**config.mk**
```make
export PLATFORM = sky130hd
export DESIGN_NAME = mbus_biu
export DESIGN_NICKNAME = d
export VERILOG_FILES = /design/src/rtl/mbus_pkg.sv /design/src/rtl/mbus_tseq.sv /design/src/rtl/mbus_reqreg.sv /design/src/rtl/mbus_pinmux.sv /design/src/rtl/mbus_biu.sv
export SDC_FILE = /design/constraint.sdc
export NUM_CORES = 1
export LEC_CHECK = 0
export BUFFER_PORTS_ARGS = -buffer_cell sky130_fd_sc_hd__buf_2
export CORE_MARGIN = 5
export CORE_UTILIZATION = 52
export DETAILED_ROUTE_END_ITERATION = 16
export PLACE_DENSITY_LB_ADDON = 0.25
export SLEW_MARGIN = 30
export SYNTH_ARGS = -nofsm -noshare
export SYNTH_HDL_FRONTEND = slang
export SYNTH_SLANG_ARGS = --single-unit
```
**constraint.sdc**
```tcl
create_clock -name clk -period 5.8 [get_ports clk]
set_clock_uncertainty 0.2 [all_clocks]
set_input_delay 1.16 -clock clk [delete_from_list [all_inputs] [get_ports clk]]
set_output_delay 1.16 -clock clk [all_outputs]
set_load 0.03 [all_outputs]
```
**src/rtl/mbus_pkg.sv**
```systemverilog
package mbus_pkg;

  typedef enum logic [2:0] {
    PH_IDLE = 3'd0,
    PH_T1   = 3'd1,
    PH_T2   = 3'd2,
    PH_T3   = 3'd3,
    PH_T4   = 3'd4,
    PH_TW   = 3'd5
  } phase_e;

  localparam logic [1:0] SEG_EXTRA = 2'b00;
  localparam logic [1:0] SEG_STACK = 2'b01;
  localparam logic [1:0] SEG_CODE  = 2'b10;
  localparam logic [1:0] SEG_DATA  = 2'b11;

endpackage

```
**src/rtl/mbus_tseq.sv**
```systemverilog
module mbus_tseq
  import mbus_pkg::*;
(
  input  logic   clk,
  input  logic   rst_n,
  input  logic   start,
  input  logic   ready,
  output phase_e phase
);

  phase_e phase_nx;

  always_comb begin
    phase_nx = phase;
    unique case (phase)
      PH_IDLE: if (start) phase_nx = PH_T1;
      PH_T1:   phase_nx = PH_T2;
      PH_T2:   phase_nx = ready ? PH_T3 : PH_TW;
      PH_TW:   phase_nx = ready ? PH_T3 : PH_TW;
      PH_T3:   phase_nx = PH_T4;
      PH_T4:   phase_nx = PH_IDLE;
      default: phase_nx = PH_IDLE;
    endcase
  end

  always_ff @(posedge clk or negedge rst_n) begin
    if (!rst_n) phase <= PH_IDLE;
    else        phase <= phase_nx;
  end

endmodule

```
**src/rtl/mbus_reqreg.sv**
```systemverilog
module mbus_reqreg #(
  parameter int ADDR_W = 20,
  parameter int DATA_W = 16,
  parameter int SEG_W  = 2
) (
  input  logic              clk,
  input  logic              rst_n,
  input  logic              load_en,
  input  logic              cap_en,
  input  logic              in_write,
  input  logic              in_mem,
  input  logic [ADDR_W-1:0] in_addr,
  input  logic              in_bhe_n,
  input  logic [DATA_W-1:0] in_wdata,
  input  logic [SEG_W-1:0]  in_seg,
  input  logic              in_ie,
  input  logic [DATA_W-1:0] bus_in,
  output logic              q_write,
  output logic              q_mem,
  output logic [ADDR_W-1:0] q_addr,
  output logic              q_bhe_n,
  output logic [DATA_W-1:0] q_wdata,
  output logic [SEG_W-1:0]  q_seg,
  output logic              q_ie,
  output logic [DATA_W-1:0] q_rdata
);

  always_ff @(posedge clk or negedge rst_n) begin
    if (!rst_n) begin
      q_write <= 1'b0;
      q_mem   <= 1'b1;
      q_addr  <= '0;
      q_bhe_n <= 1'b1;
      q_wdata <= '0;
      q_seg   <= '0;
      q_ie    <= 1'b0;
    end else if (load_en) begin
      q_write <= in_write;
      q_mem   <= in_mem;
      q_addr  <= in_addr;
      q_bhe_n <= in_bhe_n;
      q_wdata <= in_wdata;
      q_seg   <= in_seg;
      q_ie    <= in_ie;
    end
  end

  always_ff @(posedge clk or negedge rst_n) begin
    if (!rst_n)      q_rdata <= '0;
    else if (cap_en) q_rdata <= bus_in;
  end

endmodule

```
**src/rtl/mbus_pinmux.sv**
```systemverilog
module mbus_pinmux
  import mbus_pkg::*;
#(
  parameter int ADDR_W = 20,
  parameter int DATA_W = 16,
  parameter int SEG_W  = 2,
  localparam int HI_W  = ADDR_W - DATA_W
) (
  input  phase_e            phase,
  input  logic              q_write,
  input  logic              q_mem,
  input  logic [ADDR_W-1:0] q_addr,
  input  logic              q_bhe_n,
  input  logic [DATA_W-1:0] q_wdata,
  input  logic [SEG_W-1:0]  q_seg,
  input  logic              q_ie,
  output logic [DATA_W-1:0] ad_out,
  output logic              ad_oe,
  output logic [HI_W-1:0]   a_hi,
  output logic              bhe_n,
  output logic              ale,
  output logic              rd_n,
  output logic              wr_n,
  output logic              m_io,
  output logic              dt_r_n,
  output logic              den_n
);

  logic            in_t1;
  logic            in_data;
  logic            busy;
  logic            post_addr;
  logic [HI_W-1:0] status;

  assign in_t1     = (phase == PH_T1);
  assign in_data   = (phase == PH_T2) || (phase == PH_TW) || (phase == PH_T3);
  assign busy      = (phase != PH_IDLE);
  assign post_addr = busy && !in_t1;

  generate
    if (HI_W >= SEG_W + 2) begin : g_full_status
      always_comb begin
        status              = '0;
        status[SEG_W-1:0]   = q_seg;
        status[SEG_W]       = q_ie;
        status[SEG_W+1]     = 1'b0;
      end
    end else if (HI_W > SEG_W) begin : g_seg_ie_status
      always_comb begin
        status            = '0;
        status[SEG_W-1:0] = q_seg;
        status[SEG_W]     = q_ie;
      end
    end else begin : g_seg_status
      always_comb status = q_seg[HI_W-1:0];
    end
  endgenerate

  always_comb begin
    ale    = in_t1;
    bhe_n  = in_t1 ? q_bhe_n : 1'b1;
    m_io   = busy ? q_mem : 1'b1;
    dt_r_n = busy ? q_write : 1'b1;
    den_n  = !in_data;
    rd_n   = !(in_data && !q_write);
    wr_n   = !(in_data && q_write);
    if (in_t1)          a_hi = q_addr[ADDR_W-1:DATA_W];
    else if (post_addr) a_hi = status;
    else                a_hi = '0;
    if (in_t1) begin
      ad_oe  = 1'b1;
      ad_out = q_addr[DATA_W-1:0];
    end else if (post_addr && q_write) begin
      ad_oe  = 1'b1;
      ad_out = q_wdata;
    end else begin
      ad_oe  = 1'b0;
      ad_out = '0;
    end
  end

endmodule

```
**src/rtl/mbus_biu.sv**
```systemverilog
module mbus_biu
  import mbus_pkg::*;
#(
  parameter int ADDR_W = 20,
  parameter int DATA_W = 16,
  parameter int SEG_W  = 2,
  localparam int HI_W  = ADDR_W - DATA_W
) (
  input  logic              clk,
  input  logic              rst_n,
  input  logic              req_valid,
  input  logic              req_write,
  input  logic              req_mem,
  input  logic [ADDR_W-1:0] req_addr,
  input  logic              req_bhe_n,
  input  logic [DATA_W-1:0] req_wdata,
  input  logic [SEG_W-1:0]  req_seg,
  input  logic              ie_flag,
  output logic              req_ready,
  output logic              rsp_done,
  output logic [DATA_W-1:0] rsp_rdata,
  output logic [DATA_W-1:0] ad_out,
  output logic              ad_oe,
  input  logic [DATA_W-1:0] ad_in,
  output logic [HI_W-1:0]   a_hi,
  output logic              bhe_n,
  output logic              ale,
  output logic              rd_n,
  output logic              wr_n,
  output logic              m_io,
  output logic              dt_r_n,
  output logic              den_n,
  input  logic              ready
);

  logic [1:0]        rst_pipe;
  logic              rst_q_n;
  phase_e            phase;
  logic              load_en;
  logic              cap_en;
  logic              q_write;
  logic              q_mem;
  logic [ADDR_W-1:0] q_addr;
  logic              q_bhe_n;
  logic [DATA_W-1:0] q_wdata;
  logic [SEG_W-1:0]  q_seg;
  logic              q_ie;

  always_ff @(posedge clk or negedge rst_n) begin
    if (!rst_n) rst_pipe <= 2'b00;
    else        rst_pipe <= {rst_pipe[0], 1'b1};
  end
  assign rst_q_n = rst_pipe[1];

  assign req_ready = (phase == PH_IDLE);
  assign rsp_done  = (phase == PH_T4);
  assign load_en   = req_ready && req_valid;
  assign cap_en    = (phase == PH_T3) && !q_write;

  mbus_tseq u_tseq (
    .clk   (clk),
    .rst_n (rst_q_n),
    .start (req_valid),
    .ready (ready),
    .phase (phase)
  );

  mbus_reqreg #(
    .ADDR_W (ADDR_W),
    .DATA_W (DATA_W),
    .SEG_W  (SEG_W)
  ) u_reqreg (
    .clk      (clk),
    .rst_n    (rst_q_n),
    .load_en  (load_en),
    .cap_en   (cap_en),
    .in_write (req_write),
    .in_mem   (req_mem),
    .in_addr  (req_addr),
    .in_bhe_n (req_bhe_n),
    .in_wdata (req_wdata),
    .in_seg   (req_seg),
    .in_ie    (ie_flag),
    .bus_in   (ad_in),
    .q_write  (q_write),
    .q_mem    (q_mem),
    .q_addr   (q_addr),
    .q_bhe_n  (q_bhe_n),
    .q_wdata  (q_wdata),
    .q_seg    (q_seg),
    .q_ie     (q_ie),
    .q_rdata  (rsp_rdata)
  );

  mbus_pinmux #(
    .ADDR_W (ADDR_W),
    .DATA_W (DATA_W),
    .SEG_W  (SEG_W)
  ) u_pinmux (
    .phase   (phase),
    .q_write (q_write),
    .q_mem   (q_mem),
    .q_addr  (q_addr),
    .q_bhe_n (q_bhe_n),
    .q_wdata (q_wdata),
    .q_seg   (q_seg),
    .q_ie    (q_ie),
    .ad_out  (ad_out),
    .ad_oe   (ad_oe),
    .a_hi    (a_hi),
    .bhe_n   (bhe_n),
    .ale     (ale),
    .rd_n    (rd_n),
    .wr_n    (wr_n),
    .m_io    (m_io),
    .dt_r_n  (dt_r_n),
    .den_n   (den_n)
  );

endmodule

```
==> metrics.yaml <==
status: "finished, final reports clean"
p_leak_nw: 1.71
firstDrtPassIters: 4
cts.sinks: 63
cp_slowest_cell: "dfrtp_1"
synthesis.area_sq_um: 2840
antenna_found_initial: 0
setup_viol: 0
synth_common_cells: "dfrtp_1, mux2_2, o21ai_0"
wl_met2_um: 3210
multi_input_area_sq_um: 1150
hpwlAfterDp_um: 4440
diodes: 0
crit_path_end_kind: "output pin"
dp.cells: 387
initial_core_util_pct: 52.6
min_period_ps: 3460
crit_fanout: 29
cts_resized: 0
synth_fp_nets: 285
critical-path-top-delay-family: "flip-flops"
grt_pass1_vias: 2242
ys_seq_area_share_pct: 55.5
clkLatencyLatePin_ps: 330
fin_setup_tns_ps: 0
postCtsSetupBuffers: 0
ys_types: 27
vias_per_cell: 5.25
track_usage_pct: 19.5
clockRootBuffer: "clkbuf_8"
cts_hold_buffers: 0
maxSlewHeadroom_pct: 34.4
routabilityCongestion: 0.749
ys_seq_elements: 63
core_region_area_sq_um: 5410
synth_edf_count: 0
ys.flop_type: "dfrtp_1"
rsz0062_at_grt: "false"
grt_pass1_wl_um: 10900
peakVddDrop_uv: 365
drv_cap: 0
drt-met1-wl_um: 2820
cts_buffers: 9
synth.largest_area_cell: "dfrtp_1"
crit_path_cell_trace: "nor3b_1 > and2_1 > buf_2"
dieArea_sq_um: 7050
synthArstFlopShare_pct: 100
critPathLaunchType: "flop"
routed_wirelength_um: 6600
worstSetupPathType: "flop to output pin"
critPathRequiredTime_ps: 4440
layout-drive-gt1-share_pct: 57.1
fmax_ghz: 0.289
yosys_warnings: 0
cp.arrival_ps: 2100
hold_viol_final: 0
instances_no_fill: 403
num_rows: 27
power.density_nw_per_um2: 654
vias: 2114
nNetsFinal: 388
syn_inst: 223
avgRoutedWirePerCell_um: 16.4
clkTransAtPathRegs_ps: 70
antenna_left: 0
fillers: 422
area_delta_synth_final_pct: 27.0
min_period_over_period_pct: 59.6
critPathBufInv: 1
dr.max_layer_used: "met4"
grt_overflow_total: 0
critPathMaxStageDelay_ps: 990
hp-class: "flop to flop"
die_y_um: 84.0
cts_buffer_depth: 2
drc: 0
cts_tree: "built"
cts-htree-levels: 3
die_w_um: 84.0
io-pin-count: 108
slew_viol_final: 0
ys_top_cells_by_area: "dfrtp_1, mux2_2, o211ai_1, o21ai_0, nand2_1"
synth_most_common_cell: "dfrtp_1"
io_buffers: 107
wl_met3_um: 400
tightest_slew_ps: 984
drtIter0Drc: 92
synth_area_per_cell_sq_um: 12.8
grt_max_degree: 62
synth_top_area_share_pct: 53.7
regArea_sq_um: 1580
==> flip-flops by register name, summed over array words and instances, names as in the netlist <==
name and count:
u_reqreg.q_wdata 16, u_reqreg.q_bhe_n 1, u_tseq.phase 3, u_reqreg.q_mem 1, u_reqreg.q_ie 1, rst_pipe 2
u_reqreg.q_seg 2, u_reqreg.q_write 1, u_reqreg.q_addr 20, u_reqreg.q_rdata 16
==> placed cells by master, fill, tap and decap left out <==
cell	netlist	final
nor2_1	2	2
nor3_1	1	1
dfrtp_2	0	1
o21bai_1	1	1
clkinv_2	0	1
mux2_1	3	3
or2_2	4	4
nand2b_1	2	2
clkbuf_8	0	11
a21o_1	2	2
and3b_1	1	1
buf_2	1	107
nor3b_1	3	3
nand2_1	19	19
conb_1	1	1
a211o_1	1	1
dfstp_2	2	2
o211ai_1	16	16
clkbuf_1	12	2
o21ai_0	23	23
nor4b_4	1	1
bufinv_16	0	2
dfrtp_1	61	60
nor4bb_1	1	1
a32o_1	1	1
and2_1	1	1
mux2_2	55	55
and4bb_2	1	1
buf_4	1	4
nor2b_1	2	2
==> stage by stage <==
step                      total power [W]  area (sq um)  hold slack, ps  setup WS (ps)  utilization (%)
after floorplan                   0.00166          2840             131           2530                -
after global placement            0.00192          3390             134           2720             62.7
after detailed placement          0.00195          3390             153           2700             62.7
after CTS                         0.00238          3610             176           2330             66.8
after global routing              0.00250          3610             189           2200             66.8
final                             0.00236          3610             169           2340             66.8
==> metal layers <==
layer,vias to the layer above,global-route usage [%]
met2,63,31.4
met1,1042,23.8
met5,-,0
met3,13,6.12
li1,996,-
met4,0,8.92
==> power breakdown <==
part	internal [W]	leakage, nW	switching [W]
clock	0.000265	0.114	0.000160
sequential	0.000661	0.746	0.000157
combinational	0.000433	0.847	0.000686
total	0.00136	1.71	0.00100
==> cell families (layout without fill, tap and decap cells) <==
group	count (synthesis)	count (layout)	share of synthesized area, %
AOI/OAI and AO/OA	44	44	9.72
DFF	63	63	55.5
and+or+nand+nor	38	38	7.65
muxes	58	58	23.0
buffers and inverters	19	127	4.00
other	1	1	0.132
==> worst reg2reg max path, delay by kind of cell, from the launching register on <==
kind / cells / cell delay (ps)
flip-flops: 1 / 750
buffers and inverters: 1 / 490
multiplexers: 1 / 420
AND/OR/NAND/NOR: 1 / 400
==> area by class of cell <==
cell class,count,area share (%)
clock buffers,13,4.40
clock inverters,3,1.80
multi-input cells,141,31.9
flip-flops and latches,63,43.8
well taps,72,2.49
repair buffers,111,15.7
==> worst paths after layout <==
path                                 startpoint                   to  slack, ps  cells after the start
worst min register to register      rst_pipe[0]          rst_pipe[1]        170                      0
worst max register to register  u_tseq.phase[0]  u_reqreg.q_wdata[1]       3430                      3
max in group asynchronous           rst_pipe[1]  u_reqreg.q_addr[11]       4690                      1
min in group asynchronous           rst_pipe[1]        u_reqreg.q_ie        220                      1
worst min-delay path                rst_pipe[0]          rst_pipe[1]        170                      0
worst max-delay path            u_tseq.phase[0]              a_hi[3]       2340                      3
Note: power is estimated with default switching activity, not from simulation.
